--- config.mk ---
export PLATFORM = sky130hd
export DESIGN_NAME = dts_search
export DESIGN_NICKNAME = d
export VERILOG_FILES = /design/src/rtl/dts_pkg.sv /design/src/rtl/dts_seq_div.sv /design/src/rtl/dts_cand_gen.sv /design/src/rtl/dts_rule_chk.sv /design/src/rtl/dts_search.sv
export SDC_FILE = /design/constraint.sdc
export NUM_CORES = 1
export LEC_CHECK = 0
export BUFFER_PORTS_ARGS = -buffer_cell sky130_fd_sc_hd__clkbuf_2
export CAP_MARGIN = 15
export CORE_ASPECT_RATIO = 1.5
export CORE_MARGIN = 1
export CORE_UTILIZATION = 40
export CTS_BUF_LIST = sky130_fd_sc_hd__clkbuf_8 sky130_fd_sc_hd__clkbuf_16
export CTS_CLUSTER_SIZE = 30
export DETAILED_ROUTE_END_ITERATION = 8
export GPL_TIMING_DRIVEN = 0
export HOLD_SLACK_MARGIN = 0.1
export PLACE_DENSITY = 0.55
export SLEW_MARGIN = 20
export SYNTH_ARGS = -nofsm -noshare
export SYNTH_HDL_FRONTEND = slang
export SYNTH_HIERARCHICAL = 1
export SYNTH_SLANG_ARGS = --single-unit
--- constraint.sdc ---
create_clock -name clk_i -period 13.7 [get_ports clk_i]
set_input_delay 2.74 -clock clk_i [delete_from_list [all_inputs] [get_ports clk_i]]
set_output_delay 2.74 -clock clk_i [all_outputs]
set_load 0.005 [all_outputs]
--- src/rtl/dts_pkg.sv ---
package dts_pkg;
  localparam int M_MAX    = 128;
  localparam int N_MAX    = 16;
  localparam int P_MAX    = 8;
  localparam int PROD_MAX = M_MAX * N_MAX * P_MAX;
  localparam int M_W      = $clog2(M_MAX + 1);
  localparam int N_W      = $clog2(N_MAX + 1);
  localparam int P_W      = $clog2(P_MAX + 1);
  localparam int NP_W     = $clog2(N_MAX * P_MAX + 1);
  localparam int PROD_W   = $clog2(PROD_MAX + 1);

  typedef enum logic [2:0] {
    ST_IDLE,
    ST_ABORT,
    ST_RATE,
    ST_CAND,
    ST_PAIR,
    ST_FACT
  } dts_state_e;
endpackage

--- src/rtl/dts_seq_div.sv ---
// Restoring divider, one quotient bit per cycle.
module dts_seq_div #(
  parameter int NUM_W = 16,
  parameter int DEN_W = 8
) (
  input  logic             clk_i,
  input  logic             rst_ni,
  input  logic             start_i,
  input  logic [NUM_W-1:0] num_i,
  input  logic [DEN_W-1:0] den_i,
  output logic             done_o,
  output logic [NUM_W-1:0] quo_o,
  output logic [DEN_W-1:0] rem_o
);
  localparam int CNT_W = $clog2(NUM_W + 1);

  logic [CNT_W-1:0] cnt_q;
  logic             run_q, done_q;
  logic [NUM_W-1:0] num_q, quo_q;
  logic [DEN_W-1:0] den_q, rem_q;
  logic [DEN_W:0]   trial, diff;
  logic             ge;

  always_comb begin
    trial = {rem_q, num_q[NUM_W-1]};
    diff  = trial - {1'b0, den_q};
    ge    = trial >= {1'b0, den_q};
  end

  always_ff @(posedge clk_i or negedge rst_ni) begin
    if (!rst_ni) begin
      cnt_q  <= '0;
      run_q  <= 1'b0;
      done_q <= 1'b0;
      num_q  <= '0;
      quo_q  <= '0;
      den_q  <= '0;
      rem_q  <= '0;
    end else begin
      done_q <= 1'b0;
      if (start_i) begin
        num_q <= num_i;
        den_q <= den_i;
        rem_q <= '0;
        quo_q <= '0;
        cnt_q <= CNT_W'(NUM_W);
        run_q <= 1'b1;
      end else if (run_q) begin
        rem_q <= ge ? diff[DEN_W-1:0] : trial[DEN_W-1:0];
        quo_q <= {quo_q[NUM_W-2:0], ge};
        num_q <= num_q << 1;
        cnt_q <= cnt_q - 1'b1;
        if (cnt_q == CNT_W'(1)) begin
          run_q  <= 1'b0;
          done_q <= 1'b1;
        end
      end
    end
  end

  assign done_o = done_q;
  assign quo_o  = quo_q;
  assign rem_o  = rem_q;
endmodule

--- src/rtl/dts_cand_gen.sv ---
// Maps an offset index to base, base-1, base+1, base-2, ...
module dts_cand_gen
  import dts_pkg::*;
#(
  parameter int BASE_W  = 27,
  parameter int MAX_OFF = 3,
  localparam int K_W    = $clog2(2 * MAX_OFF + 1)
) (
  input  logic [BASE_W-1:0] base_i,
  input  logic [K_W-1:0]    k_i,
  output logic [PROD_W-1:0] cand_o,
  output logic              valid_o,
  output logic              last_o
);
  localparam int SW = BASE_W + 2;

  logic [K_W:0]          kp1, mag;
  logic signed [SW-1:0]  base_s, mag_s, sum_s;

  always_comb begin
    kp1    = {1'b0, k_i} + 1'b1;
    mag    = kp1 >> 1;
    base_s = $signed({2'b00, base_i});
    mag_s  = $signed({{(SW-K_W-1){1'b0}}, mag});
    sum_s  = k_i[0] ? (base_s - mag_s) : (base_s + mag_s);
    valid_o = (sum_s >= 1) && (sum_s <= PROD_MAX);
    cand_o  = sum_s[PROD_W-1:0];
    last_o  = (k_i == K_W'(2 * MAX_OFF));
  end
endmodule

--- src/rtl/dts_rule_chk.sv ---
// Mode and range rules for one (N, P) pair and its exact-division result.
module dts_rule_chk
  import dts_pkg::*;
#(
  parameter int MCLK_W     = 27,
  parameter int FINE_LO_HZ = 10_000_000,
  parameter int FINE_HI_HZ = 25_000_000
) (
  input  logic [MCLK_W-1:0] mclk_i,
  input  logic [PROD_W-1:0] cand_i,
  input  logic [N_W-1:0]    n_i,
  input  logic [P_W-1:0]    p_i,
  input  logic              turbo_i,
  input  logic              bypass_i,
  input  logic [PROD_W-1:0] quo_i,
  input  logic [NP_W-1:0]   rem_i,
  output logic [NP_W-1:0]   np_o,
  output logic              pre_ok_o,
  output logic              fit_ok_o
);
  localparam int WIN_W = 40;

  logic [NP_W-1:0]   np;
  logic [PROD_W-1:0] np_w, m_lim;
  logic [WIN_W-1:0]  lo_hz, hi_hz, mclk_w;
  logic              coarse, win_ok, turbo_ok;

  always_comb begin
    np       = NP_W'(n_i) * NP_W'(p_i);
    np_w     = PROD_W'(np);
    m_lim    = PROD_W'(M_MAX) * np_w;
    lo_hz    = WIN_W'(FINE_LO_HZ) * WIN_W'(p_i);
    hi_hz    = WIN_W'(FINE_HI_HZ) * WIN_W'(p_i);
    mclk_w   = WIN_W'(mclk_i);
    coarse   = (p_i == P_W'(P_MAX));
    win_ok   = coarse || ((mclk_w >= lo_hz) && (mclk_w <= hi_hz));
    turbo_ok = !(turbo_i && (p_i == P_W'(1)));
    pre_ok_o = win_ok && turbo_ok && (cand_i >= np_w) && (cand_i <= m_lim);
    fit_ok_o = (rem_i == '0) && (quo_i != '0) && (quo_i <= PROD_W'(M_MAX)) &&
               (!bypass_i || (quo_i[1:0] == 2'b00));
    np_o     = np;
  end
endmodule

--- src/rtl/dts_search.sv ---
module dts_search
  import dts_pkg::*;
#(
  parameter int MCLK_W     = 27,
  parameter int FS_W       = 16,
  parameter int MAX_OFF    = 3,
  parameter int FINE_LO_HZ = 10_000_000,
  parameter int FINE_HI_HZ = 25_000_000
) (
  input  logic              clk_i,
  input  logic              rst_ni,
  input  logic              start_i,
  input  logic [MCLK_W-1:0] mclk_hz_i,
  input  logic [FS_W-1:0]   fs_hz_i,
  input  logic              turbo_i,
  input  logic              bypass_i,
  output logic              busy_o,
  output logic              done_o,
  output logic              fail_o,
  output logic [M_W-1:0]    m_o,
  output logic [N_W-1:0]    n_o,
  output logic [P_W-1:0]    p_o,
  output logic [PROD_W-1:0] prod_o
);
  localparam int DEN_W = FS_W + 4;
  localparam int K_W   = $clog2(2 * MAX_OFF + 1);

  dts_state_e        st_q;
  logic [MCLK_W-1:0] mclk_q, base_q;
  logic [DEN_W-1:0]  fs16_q;
  logic              turbo_q, byp_q;
  logic [K_W-1:0]    k_q;
  logic [PROD_W-1:0] cand_q;
  logic [N_W-1:0]    n_q;
  logic [P_W-1:0]    p_q;
  logic              done_q, fail_q;
  logic [M_W-1:0]    m_res_q;
  logic [N_W-1:0]    n_res_q;
  logic [P_W-1:0]    p_res_q;
  logic [PROD_W-1:0] prod_res_q;

  // rate divider
  logic              rd_start, rd_done;
  logic [MCLK_W-1:0] rd_quo;
  logic [DEN_W-1:0]  rd_rem;
  logic              round_up;

  assign rd_start = (st_q == ST_IDLE) && start_i && (fs_hz_i != '0);
  assign round_up = {rd_rem, 1'b0} >= {1'b0, fs16_q};

  dts_seq_div #(.NUM_W(MCLK_W), .DEN_W(DEN_W)) u_rate_div (
    .clk_i  (clk_i),
    .rst_ni (rst_ni),
    .start_i(rd_start),
    .num_i  (mclk_hz_i),
    .den_i  ({fs_hz_i, 4'b0000}),
    .done_o (rd_done),
    .quo_o  (rd_quo),
    .rem_o  (rd_rem)
  );

  // candidate product
  logic [PROD_W-1:0] cand;
  logic              cand_valid, cand_last;

  dts_cand_gen #(.BASE_W(MCLK_W), .MAX_OFF(MAX_OFF)) u_cand (
    .base_i (base_q),
    .k_i    (k_q),
    .cand_o (cand),
    .valid_o(cand_valid),
    .last_o (cand_last)
  );

  // factor test
  logic [NP_W-1:0]   np;
  logic              pre_ok, fit_ok, fd_start, fd_done;
  logic [PROD_W-1:0] fd_quo;
  logic [NP_W-1:0]   fd_rem;

  dts_rule_chk #(
    .MCLK_W    (MCLK_W),
    .FINE_LO_HZ(FINE_LO_HZ),
    .FINE_HI_HZ(FINE_HI_HZ)
  ) u_rule (
    .mclk_i  (mclk_q),
    .cand_i  (cand_q),
    .n_i     (n_q),
    .p_i     (p_q),
    .turbo_i (turbo_q),
    .bypass_i(byp_q),
    .quo_i   (fd_quo),
    .rem_i   (fd_rem),
    .np_o    (np),
    .pre_ok_o(pre_ok),
    .fit_ok_o(fit_ok)
  );

  assign fd_start = (st_q == ST_PAIR) && pre_ok;

  dts_seq_div #(.NUM_W(PROD_W), .DEN_W(NP_W)) u_fact_div (
    .clk_i  (clk_i),
    .rst_ni (rst_ni),
    .start_i(fd_start),
    .num_i  (cand_q),
    .den_i  (np),
    .done_o (fd_done),
    .quo_o  (fd_quo),
    .rem_o  (fd_rem)
  );

  // next-pair stepping: N descends inside P, P descends inside the candidate
  logic pair_wrap, cand_wrap;
  assign pair_wrap = (n_q == N_W'(1));
  assign cand_wrap = pair_wrap && (p_q == P_W'(1));

  always_ff @(posedge clk_i or negedge rst_ni) begin
    if (!rst_ni) begin
      st_q       <= ST_IDLE;
      mclk_q     <= '0;
      fs16_q     <= '0;
      turbo_q    <= 1'b0;
      byp_q      <= 1'b0;
      base_q     <= '0;
      k_q        <= '0;
      cand_q     <= '0;
      n_q        <= '0;
      p_q        <= '0;
      done_q     <= 1'b0;
      fail_q     <= 1'b0;
      m_res_q    <= '0;
      n_res_q    <= '0;
      p_res_q    <= '0;
      prod_res_q <= '0;
    end else begin
      done_q <= 1'b0;
      fail_q <= 1'b0;
      unique case (st_q)
        ST_IDLE: begin
          if (start_i) begin
            mclk_q  <= mclk_hz_i;
            fs16_q  <= {fs_hz_i, 4'b0000};
            turbo_q <= turbo_i;
            byp_q   <= bypass_i;
            st_q    <= (fs_hz_i == '0) ? ST_ABORT : ST_RATE;
          end
        end
        ST_ABORT: begin
          fail_q     <= 1'b1;
          m_res_q    <= '0;
          n_res_q    <= '0;
          p_res_q    <= '0;
          prod_res_q <= '0;
          st_q       <= ST_IDLE;
        end
        ST_RATE: begin
          if (rd_done) begin
            base_q <= rd_quo + MCLK_W'(round_up);
            k_q    <= '0;
            st_q   <= ST_CAND;
          end
        end
        ST_CAND: begin
          if (cand_valid) begin
            cand_q <= cand;
            n_q    <= N_W'(N_MAX);
            p_q    <= P_W'(P_MAX);
            st_q   <= ST_PAIR;
          end else if (cand_last) begin
            st_q <= ST_ABORT;
          end else begin
            k_q <= k_q + 1'b1;
          end
        end
        ST_PAIR, ST_FACT: begin
          if (st_q == ST_PAIR && pre_ok) begin
            st_q <= ST_FACT;
          end else if (st_q == ST_FACT && !fd_done) begin
            st_q <= ST_FACT;
          end else if (st_q == ST_FACT && fit_ok) begin
            done_q     <= 1'b1;
            m_res_q    <= M_W'(fd_quo);
            n_res_q    <= n_q;
            p_res_q    <= p_q;
            prod_res_q <= cand_q;
            st_q       <= ST_IDLE;
          end else if (cand_wrap) begin
            if (cand_last) begin
              st_q <= ST_ABORT;
            end else begin
              k_q  <= k_q + 1'b1;
              st_q <= ST_CAND;
            end
          end else if (pair_wrap) begin
            p_q  <= p_q - 1'b1;
            n_q  <= N_W'(N_MAX);
            st_q <= ST_PAIR;
          end else begin
            n_q  <= n_q - 1'b1;
            st_q <= ST_PAIR;
          end
        end
        default: st_q <= ST_IDLE;
      endcase
    end
  end

  assign busy_o = (st_q != ST_IDLE);
  assign done_o = done_q;
  assign fail_o = fail_q;
  assign m_o    = m_res_q;
  assign n_o    = n_res_q;
  assign p_o    = p_res_q;
  assign prod_o = prod_res_q;
endmodule

==> impl_metrics.toml <==
[clock_tree]
post_cts_resized = 0
cts_sinks = 289
postCtsSetupRepairBufs = 0
ctsHoldBuffers = 0
tritoncts = "done"
clkLatencyLatePin_ns = 0.58
h-tree-depth = 1
clk_path_buf_depth = 3
cts-buffers-inserted = 30
clkTransAtPathRegs_ns = 0.07
root_buffer = "clkbuf_16"

[setup_path]
critPathSlowestCell = "dfrtp_1"
r2r_end = "u_fact_div/quo_o[13]"
path_cells = "buf_2, inv_1, ha_1, fa_1, ha_1, buf_2, o21ai_0, o21bai_1, a21oi_2, o31ai_1, a21oi_1, xor2_1, ha_1, nand4_1, nor4_1, a31oi_1, o311a_1, a211oi_2, inv_1, nor3_1, clkbuf_1, clkbuf_1, clkbuf_1, nor2_1"
cp_top_family = "buffers and inverters"
r2r_slack_ns = 6.32
cp.arrival_ns = 7.83
r2r_start = "p_q[2]"
required_ns = 14.14
worstSetupEndpointType = "flop"
cp.depth = 24
cp.buffers_inverters = 7
crit_type = "reg -> reg"
crit_path_end = "u_fact_div/quo_o[13]"
path_max_fanout = 13
critPathMaxStageDelay_ns = 0.78
rr_worst_depth = 24
critPathLaunchType = "flop"
worstSetupStartpoint = "p_q[2]"

[sta]
min_period_ns = 7.384
rsz0062_at_grt = "false"
relSlewSlack = 0.3984
tightest_slew_ns = 0.8797
hold_viol_final = 0
fin_ws_ns = 6.316
fmax_mhz = 135.4
setup_viol_count_final = 0
maxSlewViolCount = 0
tns_ns = 0
finalClockSkew_ns = 0.009051
period_share = 0.5390

[outcome]
status = "complete, no violations"

[synthesis]
ys_ff_latch = 289
yosys_warnings = 6
synth_cells = 2128
synthArstFlopShare = 1.000
ys_seq_area_frac = 0.3692
ys_types = 106
syn_area_sq_um = 19590
synthFlopType = "dfrtp_1"
synth-edff-count = 0
avgSynthCellArea_sq_um = 9.205

[global_routing]
antenna_found_initial = 0
track_usage = 0.2224
grt_max_degree = 90
first_global_vias = 16504
grt.overflow.total = 0
grt_pass1_wl_mm = 88.70

[detailed_routing]
drt_iter0_drc = 823
firstDrtPassIters = 6
wl_per_cell_um = 18.53
viasPerCell = 5.461
wl_met3_mm = 1.525
dr.max_layer_used = "met4"
ant_nets = 0
met1_length_mm = 21.91
drc_errors = 0
vias = 15990
wl_met2_mm = 28.98
drt_wl_total_mm = 54.26

[floorplan]
num_rows = 99
core_area_sq_um = 48430
initial_core_util = 0.4044
dieHeight_um = 273.0
die_area_sq_um = 49880
die_x_um = 182.7
pin_count = 83

[layout]
layout_common_cells = "nand2_1, dfrtp_1, ha_1"
area_growth_pct = 12.65
final_common_cell = "nand2_1"
nNetsFinal = 2488
drive_gt1_frac = 0.1158
diodes = 0
fillers = 4784

[min_path]
hold_path.class = "reg -> reg"
hold_depth = 2

[power]
net-switching-power_w = 0.001848
p_seq_frac = 0.305
p_leak_nw = 10.19
powerDensity_nw_per_um2 = 197.3
ir_drop_mv = 0.1705
p_int_w = 0.002506
combinationalPowerShare = 0.480
clockPowerShare = 0.214
switching_share = 0.4245

[place]
hpwl_mm = 42.03
pre_cts_slack_ns = 6.362
numPortBuffers = 82
place_congestion = 0.9033

[job]
maxCapViolCount = 0
## routing by layer
layer | global-route usage | up-vias
li1 | - | 7822
met1 | 0.2527 | 7763
met2 | 0.4286 | 306
met3 | 0.01919 | 99
met4 | 0.07674 | 0
met5 | 0 | -
## stage by stage
step	utilization	cells	total power, W	hold WS (ns)	instance area [sq um]
2_1_floorplan	-	2131	0.002817	0.4480	19600
3_3_place_gp	0.4301	2869	0.003378	0.4516	20830
3_5_place_dp	0.4320	2872	0.003419	0.4575	20920
4_1_cts	0.4556	2928	0.004380	0.4718	22060
5_1_grt	0.4556	2928	0.004705	0.4950	22060
6_report	0.4556	2928	0.004354	0.4659	22060
## flip-flops by register name (all words and copies together), names as in the netlist, 4 cells and up
name              cells
u_fact_div/quo_o     15
u_rate_div/den_q     20
u_fact_div/rem_o      8
p_o                   4
fs16_q               16
mclk_q               27
m_o                   8
base_q               27
u_fact_div/num_q     15
u_rate_div/quo_o     27
u_rate_div/rem_o     20
n_q                   5
cand_q               15
prod_o               15
u_rate_div/num_q     27
u_fact_div/den_q      8
p_q                   4
n_o                   5
u_fact_div/cnt_q      4
u_rate_div/cnt_q      5
## power groups by stage
stage          combinational (W)  clock (W)  sequential, W
2_1_floorplan            0.00157          0        0.00125
3_3_place_gp             0.00204          0        0.00134
3_5_place_dp             0.00207          0        0.00134
4_1_cts                  0.00209   0.000961        0.00133
5_1_grt                  0.00235   0.000994        0.00136
6_report                 0.00209   0.000933        0.00133
## synth_stat cells (19+ instances only)
library cell,instances,share of area
clkbuf_1,58,0.011
mux2_2,34,0.020
fa_1,20,0.020
a211oi_1,19,0.0073
nand3_1,74,0.019
nor2_1,122,0.023
nor3_1,26,0.0066
and2_1,20,0.0064
nand2_1,298,0.057
nand2b_1,23,0.0073
nand4_1,32,0.010
a21oi_1,67,0.017
and3_1,19,0.0061
a21o_1,27,0.010
inv_1,129,0.025
o21ai_0,146,0.037
xnor2_1,55,0.025
ha_1,172,0.11
a31oi_1,28,0.0089
buf_2,23,0.0059
nor4_1,29,0.0093
xor2_1,36,0.016
dfrtp_1,289,0.37
o31ai_1,24,0.0092
mux2i_1,93,0.048
## worst min-delay path: cells and delay by family, from the launching register on
family	cells	cell delay, ns
flip-flops	1	0.34
AND/OR/NAND/NOR	2	0.09
## worst min-delay path by stage
stage	start	end	slack [ns]
4_1_cts	m_o[5]	m_o[5]	0.47
3_3_place_gp	m_o[3]	m_o[3]	0.45
3_5_place_dp	m_o[5]	m_o[5]	0.46
6_report	m_o[3]	m_o[3]	0.47
2_1_floorplan	base_q[11]	base_q[11]	0.45
5_1_grt	m_o[5]	m_o[5]	0.49
## cell families (layout without fill, tap and decap cells)
logic type,Yosys count,count (layout),share of synthesized area
buffers and inverters,230,371,0.04893
and+or+nand+nor,753,753,0.1911
adders and majority gates,192,192,0.1303
DFF,289,289,0.3692
xor gates and xnor gates,91,91,0.04069
other,1,4,0.0001914
muxes,128,128,0.06765
AOI/OAI and AO/OA,444,444,0.1519
## cell type report
| class | count | area, sq um | area share |
|---|---|---|---|
| plain buffers | 101 | 474.2 | 0.02149 |
| clock buffers | 34 | 805.8 | 0.03652 |
| clock inverters | 22 | 336.6 | 0.01525 |
| inverters | 129 | 484.2 | 0.02194 |
| multi-input cells | 1612 | 11410 | 0.5170 |
| flip-flops and latches | 289 | 7233 | 0.3278 |
| well taps | 656 | 820.8 | 0.03720 |
| repair buffers | 85 | 501.7 | 0.02274 |
Power figures use the tool's default switching activity.
